## config.mk

```make
export PLATFORM = sky130hd
export DESIGN_NAME = pll_retune_seq
export DESIGN_NICKNAME = d
export VERILOG_FILES = /design/src/rtl/pll_retune_seq.sv
export SDC_FILE = /design/constraint.sdc
export NUM_CORES = 1
export LEC_CHECK = 0
export ABC_AREA = 0
export BUFFER_PORTS_ARGS = -buffer_cell sky130_fd_sc_hd__buf_2
export CAP_MARGIN = 0
export CORE_MARGIN = 2
export CORE_UTILIZATION = 47
export CTS_CLUSTER_SIZE = 30
export DETAILED_ROUTE_END_ITERATION = 8
export PLACE_DENSITY = 0.8
export SLEW_MARGIN = 20
export SYNTH_ARGS = -nofsm -noshare
export SYNTH_HDL_FRONTEND = slang
export SYNTH_SLANG_ARGS = --single-unit
```

## constraint.sdc

```tcl
create_clock -name clk -period 2.5 [get_ports clk]
set_clock_uncertainty 0.1 [all_clocks]
set_input_delay 0.125 -clock clk [delete_from_list [all_inputs] [get_ports clk]]
set_output_delay 0.125 -clock clk [all_outputs]
set_load 0.005 [all_outputs]
```

## src/rtl/pll_retune_seq.sv

```systemverilog
module pll_retune_seq #(
  parameter int CLK_HZ     = 50_000_000,
  parameter int SETTLE_NS  = 10_000,
  parameter int MAX_TRIES  = 4,
  parameter int CFG_W      = 32,
  parameter logic [31:0] NPDIV_WORD = 32'h0030_2062
) (
  input  logic             clk,
  input  logic             rst_n,
  input  logic             start_i,
  input  logic [CFG_W-1:0] mult_word_i,
  input  logic             lock_i,
  output logic [4:0]       ctrl_o,
  output logic             ctrl_we_o,
  output logic [CFG_W-1:0] mult_o,
  output logic             mult_we_o,
  output logic [31:0]      npdiv_o,
  output logic             npdiv_we_o,
  output logic             done_o,
  output logic             err_o
);
  localparam longint RAW_CYC = (longint'(CLK_HZ) * longint'(SETTLE_NS)) / 64'd1_000_000_000;
  localparam int SETTLE_CYC = (RAW_CYC < 1) ? 1 : int'(RAW_CYC);
  localparam int CW = $clog2(SETTLE_CYC + 1);
  localparam int TW = $clog2(MAX_TRIES + 1);
  localparam int B_PD = 0, B_CEN = 4;

  typedef enum logic [2:0] {
    S_IDLE, S_MULT, S_NPDIV, S_PWRUP, S_WAIT, S_SAMPLE
  } state_t;

  state_t          state;
  logic [4:0]      ctrl_q;
  logic [CW-1:0]   cnt;
  logic [TW-1:0]   tries;
  logic            lock_meta, lock_s;

  assign ctrl_o  = ctrl_q;
  assign npdiv_o = NPDIV_WORD;

  always_ff @(posedge clk) begin
    if (!rst_n) begin
      state      <= S_IDLE;
      ctrl_q     <= 5'b00001;
      ctrl_we_o  <= 1'b0;
      mult_o     <= '0;
      mult_we_o  <= 1'b0;
      npdiv_we_o <= 1'b0;
      done_o     <= 1'b0;
      err_o      <= 1'b0;
      cnt        <= '0;
      tries      <= '0;
      lock_meta  <= 1'b0;
      lock_s     <= 1'b0;
    end else begin
      lock_meta  <= lock_i;
      lock_s     <= lock_meta;
      ctrl_we_o  <= 1'b0;
      mult_we_o  <= 1'b0;
      npdiv_we_o <= 1'b0;
      done_o     <= 1'b0;
      err_o      <= 1'b0;
      case (state)
        S_IDLE: if (start_i) begin
          mult_o    <= mult_word_i;
          ctrl_q    <= 5'b00001;
          ctrl_we_o <= 1'b1;
          state     <= S_MULT;
        end
        S_MULT: begin
          mult_we_o <= 1'b1;
          state     <= S_NPDIV;
        end
        S_NPDIV: begin
          npdiv_we_o <= 1'b1;
          state      <= S_PWRUP;
        end
        S_PWRUP: begin
          ctrl_q[B_PD] <= 1'b0;
          ctrl_we_o    <= 1'b1;
          cnt          <= CW'(SETTLE_CYC - 1);
          tries        <= '0;
          state        <= S_WAIT;
        end
        S_WAIT: begin
          if (cnt == '0) state <= S_SAMPLE;
          else           cnt   <= cnt - 1'b1;
        end
        S_SAMPLE: begin
          if (lock_s) begin
            ctrl_q[B_CEN] <= 1'b1;
            ctrl_we_o     <= 1'b1;
            done_o        <= 1'b1;
            state         <= S_IDLE;
          end else if (tries == TW'(MAX_TRIES - 1)) begin
            done_o <= 1'b1;
            err_o  <= 1'b1;
            state  <= S_IDLE;
          end else begin
            tries <= tries + 1'b1;
            cnt   <= CW'(SETTLE_CYC - 1);
            state <= S_WAIT;
          end
        end
        default: state <= S_IDLE;
      endcase
    end
  end
endmodule


```

==> key figures, run 1 <==
Logic synthesis
  – Top cells by area, synth: dfxtp_1 (46%), buf_4 (11%), nand2_1 (11%), a21oi_1 (7.9%), nor2_1 (2.1%)
  – Main synth FF type: dfxtp_1
  – Leading area contributor after synthesis: dfxtp_1
  – Syn Inst Count: ~300
  – #FFs+latches synth: 56
  – Sequential-to-total area share from yosys stat: 0.456
  – Distinct cells, synth: between 40 and 50
  – Synth top area share: 0.456
  – Synth Cell Area: approximately 2500 µm²
  – Asr flop ratio synth: 0
  – Syn Area/Cell: between 8 and 9 µm²
  – Ys Warns: 0
  – Number of flops mapped to enable cells by yosys: 0

Floorplan
  – Chip Height: 76.3 µm
  – Die span in x: 76.3 µm
  – Initial Util: 0.485
  – Die Footprint: ~6000 µm²
  – Core Region: ~5100 µm²
  – Core Rows: 26
  – Top-level I/O count: 110

Global route
  – Layer with the highest usage: met2
  – Met3 usage: 0.0344
  – Met1 global-route usage: 0.207
  – Largest net degree at the start of global routing: 33
  – Vias in the first global route: approximately 2000
  – Total GRT Usage: 0.189
  – Met2 Use GR: 0.354
  – First-pass GRT wire length: about 9000 µm
  – GRT overflow: 0
  – Antenna violations before repair: 0

Flow run
  – Max Cap Viol: 0

Timing
  – Final hold vios: 0
  – Min Hold Slack: ~0.042 ns
  – Slew Viols, Final: 0
  – Final setup fails: 0
  – Rel. slew slack: 0.303
  – Fmax: ~460 MHz
  – TNS Setup: 0 ns
  – Crit share post-route: 0.868
  – RSZ-0062 raised after global routing: no
  – Tmin final: between 2 and 2.5 ns
  – Worst Max-Slew Pin Slew: approximately 1.0 ns

Finish
  – Area growth from synthesis to layout: 29.7%
  – Commonest non-fill, non-tap cell in the layout: buf_2
  – Layout cells sized above 1: 0.221
  – Nets@finish: between 400 and 500
  – Fill cell count: approximately 440
  – Antenna fix cells: 0
  – Most frequent cells in the layout: buf_2 (74), nand2_1 (69), dfxtp_1 (56)

Place
  – DP HPWL: 3470 µm
  – PortBufs: 74
  – RePlAce Congestion: between 0.7 and 0.8

Drt
  – Via/cell ratio: 4.77
  – Number of DRC markers in iteration 0: 66
  – DRC: 0
  – Routed Antenna Nets: 0
  – DR pass1 iterations: 4
  – Via count: around 2200
  – Drt wl/cell: ~12 µm
  – Drt total wl: between 5000 and 6000 µm

Clocking
  – TritonCTS Sinks: 56
  – CTS clk-pin slew, worst paths: about 0.09 ns
  – Bufs on Longest Clock Path: 2
  – TritonCTS Buffers: 5
  – Post CTS Setup Buffer Count: 0
  – CTS tree: done
  – CTS root buf: clkbuf_8
  – Worst skew pair latency: roughly 0.3 ns
  – H-tree Lvls: 2

Pwr
  – Worst vdd ir: between 0.4 and 0.5 mV
  – Power per cell area: roughly 600 nW/µm²
  – Static Leakage: between 1 and 1.5 nW

Critical path
  – Crit Path Class: reg2reg
  – Crit path DAT: 2.26 ns
  – Worst Setup End Kind: flop
  – Crit start category: flop
  – Worst EP required: approximately 2.6 ns
  – Critical path peak fanout: 8

Status
  – Status: completed

Worst hold path
  – Worst Hold Class: in2reg
-- logic make-up (layout without fill, tap and decap cells) --
group,count (synthesis),in the layout,synth area share
fa+ha+maj,3,3,0.0153
other cells,2,35,0.00305
simple gates,115,115,0.221
buf+inv,60,126,0.148
flops,56,56,0.456
compound gates,62,62,0.153
mux,1,1,0.00407
-- metal layers --
metal | part of all wire | routed length [µm]
met1 | 0.40 | 2280
met5 | 0 | 0
met2 | 0.53 | 3040
met4 | 0.019 | 110
met3 | 0.049 | 282
-- cell usage after synthesis, drive strengths merged (3+ instances only) --
| master | count |
|---|---|
| a211o | 3 |
| a21oi | 39 |
| and2 | 3 |
| buf | 38 |
| clkbuf | 13 |
| dfxtp | 56 |
| ha | 3 |
| inv | 8 |
| nand2 | 69 |
| nand3 | 3 |
| nor2 | 14 |
| nor3 | 8 |
| nor4 | 3 |
| o21ai | 5 |
-- final timing paths --
check                                  to  cells after the start      start  slack, ns
worst min register to register     lock_s                      1  lock_meta       0.34
worst max register to register     cnt[3]                      6     cnt[0]       0.33
worst max-delay path               cnt[3]                      6     cnt[0]       0.33
worst min-delay path            ctrl_o[0]                      2      rst_n       0.04
-- worst max-delay path, stage by stage, from the launching register on --
cell       delay (ns)
dfxtp_1          0.42
inv_1            0.07
ha_1             0.29
nor4b_2          0.22
a2111oi_0        0.59
nor3_1           0.11
a211o_1          0.26
-- timing repair --
item	in CTS	in global routing
gates resized for setup	0	0
hold endpoints to repair	33	0
hold buffers	33	0
-- report_power, final --
group | leakage, nW | switching, mW | internal (mW) | total [mW]
logic | 0.957 | 0.176 | 0.150 | 0.326
registers | 0.458 | 0.0440 | 0.949 | 0.993
clock network | 0.0645 | 0.281 | 0.354 | 0.635
total | 1.48 | 0.501 | 1.45 | 1.95
-- per-stage QoR --
step,instance area (µm²),worst slack (ns),power (mW),utilization,cells
after floorplan,2580,0.642,1.23,-,332
after global placement,2730,0.471,1.29,0.538,427
after detailed placement,2730,0.379,1.29,0.538,427
after CTS,3190,0.337,1.97,0.628,468
after global routing,3190,0.181,2.06,0.628,468
final,3190,0.331,1.95,0.628,468
-- area by class of cell --
class	count	area [µm²]	area share
repair buffers	109	716	0.224
clock buffers	7	96.3	0.0302
multi-input cells	216	1100	0.346
well taps	70	87.6	0.0275
inverters	9	33.8	0.0106
clock inverters	1	30.0	0.00942
flip-flops and latches	56	1120	0.352
-- sequential cells by signal, indices dropped and copies added, names as in the netlist --
name	count
ctrl_we_o	1
done_o	1
tries	3
mult_o	32
cnt	9
npdiv_we_o	1
lock_meta	1
mult_we_o	1
ctrl_o	2
lock_s	1
state	3
err_o	1
(Power assumes the default switching activity.)
==> run 2: changes to the inputs <==
--- a/config.mk
+++ b/config.mk
@@ -7,12 +7,14 @@
 export LEC_CHECK = 0
 export ABC_AREA = 0
 export BUFFER_PORTS_ARGS = -buffer_cell sky130_fd_sc_hd__buf_2
-export CAP_MARGIN = 0
+export CAP_MARGIN = 10
+export CELL_PAD_IN_SITES_DETAIL_PLACEMENT = 0
+export CELL_PAD_IN_SITES_GLOBAL_PLACEMENT = 1
 export CORE_MARGIN = 2
-export CORE_UTILIZATION = 47
+export CORE_UTILIZATION = 33
 export CTS_CLUSTER_SIZE = 30
 export DETAILED_ROUTE_END_ITERATION = 8
-export PLACE_DENSITY = 0.8
+export PLACE_DENSITY_LB_ADDON = 0.1
 export SLEW_MARGIN = 20
 export SYNTH_ARGS = -nofsm -noshare
 export SYNTH_HDL_FRONTEND = slang
==> key figures, run 2 (synthesis gave the netlist of run 1 again) <==
Floorplan
  – Die span in x: 90.3 µm (+18%)
  – Initial Util: 0.339 (-0.146)
  – Core Region: 7250 µm² (+43%)
  – Chip Height: 90.3 µm (+18%)
  – Core Rows: 31 (+19%)
  – Top-level I/O count: 110 (unchanged)
  – Die Footprint: 8160 µm² (+40%)

Clocking
  – CTS clk-pin slew, worst paths: 0.10 ns (about the same)
  – Worst skew pair latency: 0.30 ns (about the same)
  – TritonCTS Sinks: 56 (unchanged)
  – CTS tree: done
  – TritonCTS Buffers: 5 (unchanged)
  – Bufs on Longest Clock Path: 2 (unchanged)
  – H-tree Lvls: 2 (unchanged)
  – Cells resized by post-CTS repair: 0 (unchanged)
  – CTS root buf: clkbuf_8
  – Post CTS Setup Buffer Count: 0 (unchanged)

Critical path
  – Crit path DAT: 2.13 ns (-0.13 ns)
  – Max incr delay on CP: 0.50 ns (-0.09 ns)
  – Crit start category: flop
  – Critical path peak fanout: 8 (unchanged)
  – Worst r2r src: cnt[0]
  – Worst R2R Path Depth: 6 (unchanged)
  – Crit Path Class: reg2reg
  – CP max-delay cell: a2111oi_0
  – Reg2Reg Setup Slack: 0.47 ns (+0.14 ns)
  – Critical path, cell by cell: inv_1, ha_1, nor4b_2, a2111oi_0, nor3_1, a211o_1
  – Worst Setup End Kind: flop
  – R2r endpoint: cnt[3]
  – Worst EP required: 2.60 ns (about the same)

Timing
  – Worst Max-Slew Pin Slew: 0.558 ns (-0.487 ns)
  – Final hold vios: 0 (unchanged)
  – Slew Viols, Final: 0 (unchanged)
  – TNS Setup: 0 ns (unchanged)
  – Fmax: 493 MHz (+6.9%)
  – Tmin final: 2.03 ns (-0.140 ns)
  – Crit share post-route: 0.811 (-0.0560)
  – Final setup fails: 0 (unchanged)
  – Rel. slew slack: 0.624 (+0.321)
  – RSZ-0062 raised after global routing: no

Worst hold path
  – Worst Hold Class: in2reg
  – Hold path endpoint: state[0]
  – HP Start: start_i
  – Hold path depth: 3 (+1)

Finish
  – Largest register by flop count: mult_o
  – Regs by FF count: mult_o (32), cnt (9)
  – Final core utilization: 0.443 (-0.186)
  – Nets@finish: 438 (+0.46%)
  – Layout cells sized above 1: 0.225 (+0.00389)
  – Area growth from synthesis to layout: 30.5%
  – Max FFs per register: 32 (unchanged)
  – Most frequent cells in the layout: buf_2 (74), nand2_1 (69), dfxtp_1 (56)
  – Commonest non-fill, non-tap cell in the layout: buf_2
  – Antenna fix cells: 0 (unchanged)

Pwr
  – Power per cell area: 574 nW/µm² (-6.2%)
  – Static Leakage: 1.48 nW (-0.24%)
  – Worst vdd ir: 0.234 mV (-46%)

Global route
  – Largest net degree at the start of global routing: 34 (+3.0%)
  – First-pass GRT wire length: 9680 µm (+7.3%)
  – Layer with the highest usage: met2
  – Met2 Use GR: 0.233 (-0.121)
  – Antenna violations before repair: 0 (unchanged)
  – Vias in the first global route: 2058 (+2.1%)
  – Met3 usage: 0.0376 (+0.00320)
  – GRT overflow: 0 (unchanged)
  – Met1 global-route usage: 0.188 (-0.0193)
  – Total GRT Usage: 0.142 (-0.0470)

Status
  – Status: completed

Drt
  – DRC: 0 (unchanged)
  – DR pass1 iterations: 4 (unchanged)
  – Via/cell ratio: 4.40 (-7.8%)
  – Drt total wl: 5730 µm (+0.14%)
  – Drt wl/cell: 11.5 µm (-6.1%)
  – Number of DRC markers in iteration 0: 113 (+71%)
  – Routed Antenna Nets: 0 (unchanged)
  – Via count: 2196 (-1.7%)

Place
  – PortBufs: 74 (unchanged)
  – DP HPWL: 3730 µm (+7.5%)
  – RePlAce Congestion: 0.755 (-4.5%)

Flow run
  – Max Cap Viol: 0 (unchanged)
==> run 2: changes by cell type in the layout (fill, tap and decap cells not counted), sizes merged <==
| cell | change |
|---|---|
| inv | +1 |
| clkbuf | -1 |
| buf | +2 |
| clkinv | +1 |
| bufinv | -1 |
==> run 2: final cells by class <==
cell class,instances,area (µm²)
Fill cell,730,4040
Multi-Input combinational cell,216,1100
Tap cell,99,124
Sequential cell,56,1120
Clock inverter,2,13.8
Clock buffer,6,82.6
Inverter,9,33.8
Timing Repair Buffer,111,731
==> run 2: what timing repair did <==
item / in CTS / in global routing
hold endpoints to repair: 33 / 0
hold buffers: 33 / 0
endpoints found under the setup margin: 0 / 0
==> run 2: layer usage <==
metal  vias to the layer above  part of all wire
li1                       1127                 -
met1                       995              0.48
met2                        69              0.46
met3                         5             0.052
met4                         0            0.0080
met5                         -                 0
==> run 2: worst max-delay path: cells and delay by family (launching register included) <==
| family | cells | cell delay, ns |
|---|---|---|
| adder cells (fa/ha/maj) | 1 | 0.29 |
| AND/OR/NAND/NOR | 2 | 0.32 |
| AO/OA/AOI/OAI | 2 | 0.73 |
| buffers and inverters | 1 | 0.07 |
| flip-flops | 1 | 0.42 |
==> run 2: worst max path at each step <==
| stage | start | to | slack (ns) |
|---|---|---|---|
| global route | cnt[0] | cnt[3] | 0.26 |
| finish | cnt[0] | cnt[3] | 0.47 |
| global placement | cnt[0] | cnt[3] | 0.49 |
| floorplan | cnt[0] | cnt[3] | 0.64 |
| detailed placement | cnt[0] | cnt[3] | 0.47 |
| CTS | cnt[0] | cnt[3] | 0.46 |
==> run 2: where the power goes <==
part	total (mW)	internal [mW]	switching, mW
combinational	0.328	0.153	0.175
sequential	0.991	0.949	0.0423
clock	0.525	0.227	0.297
==> run 2: per-stage QoR <==
stage	power [mW]	cells	setup WS [ns]	hold slack, ns	cell area, µm²
3_5_place_dp	1.30	458	0.469	0.245	2780
2_1_floorplan	1.23	332	0.642	0.152	2580
3_3_place_gp	1.30	458	0.493	0.241	2780
6_report	1.84	499	0.471	0.0465	3210
4_1_cts	1.87	499	0.458	0.0438	3210
5_1_grt	1.97	499	0.259	0.0722	3210
==> run 3: changes to the inputs <==
--- a/config.mk
+++ b/config.mk
@@ -11,7 +11,7 @@
 export CELL_PAD_IN_SITES_DETAIL_PLACEMENT = 0
 export CELL_PAD_IN_SITES_GLOBAL_PLACEMENT = 1
 export CORE_MARGIN = 2
-export CORE_UTILIZATION = 33
+export CORE_UTILIZATION = 30
 export CTS_CLUSTER_SIZE = 30
 export DETAILED_ROUTE_END_ITERATION = 8
 export PLACE_DENSITY_LB_ADDON = 0.1
==> constraint.sdc (replaced) <==
create_clock -name clk -period 1.7 [get_ports clk]
set_clock_uncertainty 0.1 [all_clocks]
set_input_delay 0.085 -clock clk [delete_from_list [all_inputs] [get_ports clk]]
set_output_delay 0.085 -clock clk [all_outputs]
set_load 0.005 [all_outputs]
==> key figures, run 3 (synthesis gave the netlist of run 1 again) <==
Status
  – Status: completed

Drt
  – Drt total wl: 6350 µm (+11%)
  – Via count: 2295 (+4.5%)
  – DR pass1 iterations: 4 (unchanged)
  – Drt wl/cell: 12.1 µm (+5.4%)
  – Via/cell ratio: 4.37 (-0.67%)
  – Routed Antenna Nets: 0 (unchanged)
  – Number of DRC markers in iteration 0: 59 (-48%)
  – DRC: 0 (unchanged)

Clocking
  – TritonCTS Buffers: 5 (unchanged)
  – H-tree Lvls: 2 (unchanged)
  – Bufs on Longest Clock Path: 2 (unchanged)
  – TritonCTS Sinks: 56 (unchanged)
  – CTS clk-pin slew, worst paths: 0.10 ns (about the same)
  – CTS tree: done
  – Worst skew pair latency: 0.30 ns (about the same)
  – CTS root buf: clkbuf_8

Floorplan
  – Die span in x: 94.6 µm (+4.7%)
  – Top-level I/O count: 110 (unchanged)
  – Initial Util: 0.304 (-0.0352)
  – Core Region: 8090 µm² (+12%)
  – Chip Height: 94.6 µm (+4.7%)
  – Core Rows: 33 (+6.5%)
  – Die Footprint: 8940 µm² (+9.5%)

Critical path
  – Worst r2r src: cnt[5]
  – Worst Setup End Kind: flop
  – Crit start category: flop
  – Max incr delay on CP: 0.37 ns (-0.13 ns)
  – Worst EP required: 1.80 ns (-0.80 ns)
  – Launch point of the worst path: cnt[5]
  – Critical path, cell by cell: nor4_4, buf_4, nand3_2, o31a_1, o2111a_1
  – Crit path DAT: 1.78 ns (-0.35 ns)
  – Crit Path Class: reg2reg
  – Critical path peak fanout: 5 (-3)
  – CP max-delay cell: dfxtp_4

Finish
  – Regs by FF count: mult_o (32), cnt (9)
  – Layout cells sized above 1: 0.295 (+0.0702)
  – Nets@finish: 458 (+4.6%)
  – Post-route insts no fill: 525 (+5.2%)
  – Antenna fix cells: 0 (unchanged)
  – Max FFs per register: 32 (unchanged)
  – Largest register by flop count: mult_o
  – Area growth from synthesis to layout: 43.3%
  – Commonest non-fill, non-tap cell in the layout: buf_2
  – Most frequent cells in the layout: buf_2 (74), nand2_1 (69), dfxtp_1 (51)
  – Final core utilization: 0.436 (-0.00711)

Timing
  – Crit share post-route: 0.987 (+0.175)
  – TNS Setup: 0 ns (unchanged)
  – Slew Viols, Final: 0 (unchanged)
  – Fmax: 596 MHz (+21%)
  – Final setup fails: 0 (unchanged)
  – Tmin final: 1.68 ns (-0.351 ns)
  – Final hold vios: 0 (unchanged)

Pwr
  – Static Leakage: 1.61 nW (+9.3%)
  – Power per cell area: 843 nW/µm² (+47%)
  – Power Total: 2.97 mW (+61%)
  – Worst vdd ir: 0.319 mV (+36%)

Global route
  – First-pass GRT wire length: 9890 µm (+2.2%)
  – Vias in the first global route: 2146 (+4.3%)
  – Largest net degree at the start of global routing: 33 (-2.9%)
  – Total GRT Usage: 0.137 (-0.00460)
  – Antenna violations before repair: 0 (unchanged)
  – GRT overflow: 0 (unchanged)

Place
  – PortBufs: 74 (unchanged)
  – DP HPWL: 4180 µm (+12%)
  – RePlAce Congestion: 0.767 (+1.5%)
  – Inst Count DP: 481 (+5.0%)

Worst hold path
  – HP Start: rst_n
  – Worst Hold Class: in2reg

Flow run
  – Max Cap Viol: 0 (unchanged)
## run 3: cell count changes in the layout (fill, tap and decap cells not counted), moves of 2 or more
cell,change
o21ai_0,-2
dfxtp_1,-5
ha_4,+2
ha_1,-3
buf_4,+17
dfxtp_2,+4
buf_12,+3
## run 3: final timing paths
| kind | to | slack [ns] | cells past startpoint |
|---|---|---|---|
| worst max-delay path | cnt[6] | 0.02 | 5 |
| worst min-delay path | state[0] | 0.06 | 3 |
| worst max register to register | cnt[6] | 0.02 | 5 |
| worst min register to register | mult_o[8] | 0.35 | 2 |
## run 3: metrics by stage
| stage | instance area [µm²] | setup slack (ns) | hold WS [ns] |
|---|---|---|---|
| global route | 3520 | -0.0406 | 0.0619 |
| finish | 3520 | 0.0224 | 0.0557 |
| global placement | 2970 | -0.0728 | 0.192 |
| detailed placement | 2970 | -0.0777 | 0.197 |
| floorplan | 2600 | -0.0121 | 0.112 |
| CTS | 3420 | 0.0108 | 0.0306 |
## run 3: layer usage
layer  GRT usage  part of all wire  up-vias
li1            -                 -     1165
met1       0.175              0.47     1043
met2       0.235              0.45       78
met3      0.0311             0.061        9
met4      0.0362             0.012        0
met5           0                 0        -
## run 3: final cells by class
type	count	area, µm²
fill	833	4570
multi-input combinational	216	1200
sequential	56	1130
clock buffer	6	72.6
clock inverter	2	35.0
timing repair buffer	131	918
inverter	9	33.8
tap	105	131
## run 3: worst max-delay path: cells and delay by family, from the launching register on
kind	cells	cell delay, ns
AND/OR/NAND/NOR	2	0.35
flip-flops	1	0.37
AO/OA/AOI/OAI	2	0.57
buffers and inverters	1	0.19
## run 3: report_power, final
group	total, mW	internal, mW	switching, mW
logic	0.653	0.335	0.318
clock network	0.872	0.438	0.433
registers	1.45	1.40	0.0502
total	2.97	2.17	0.801
## run 3: repair_timing
item,4_1_cts,5_1_grt
hold buffers,33,0
pin swaps,2,9
endpoints found under the hold margin,33,0
endpoints found under the setup margin,8,12
setup buffers,0,3
gates resized for setup,4,18
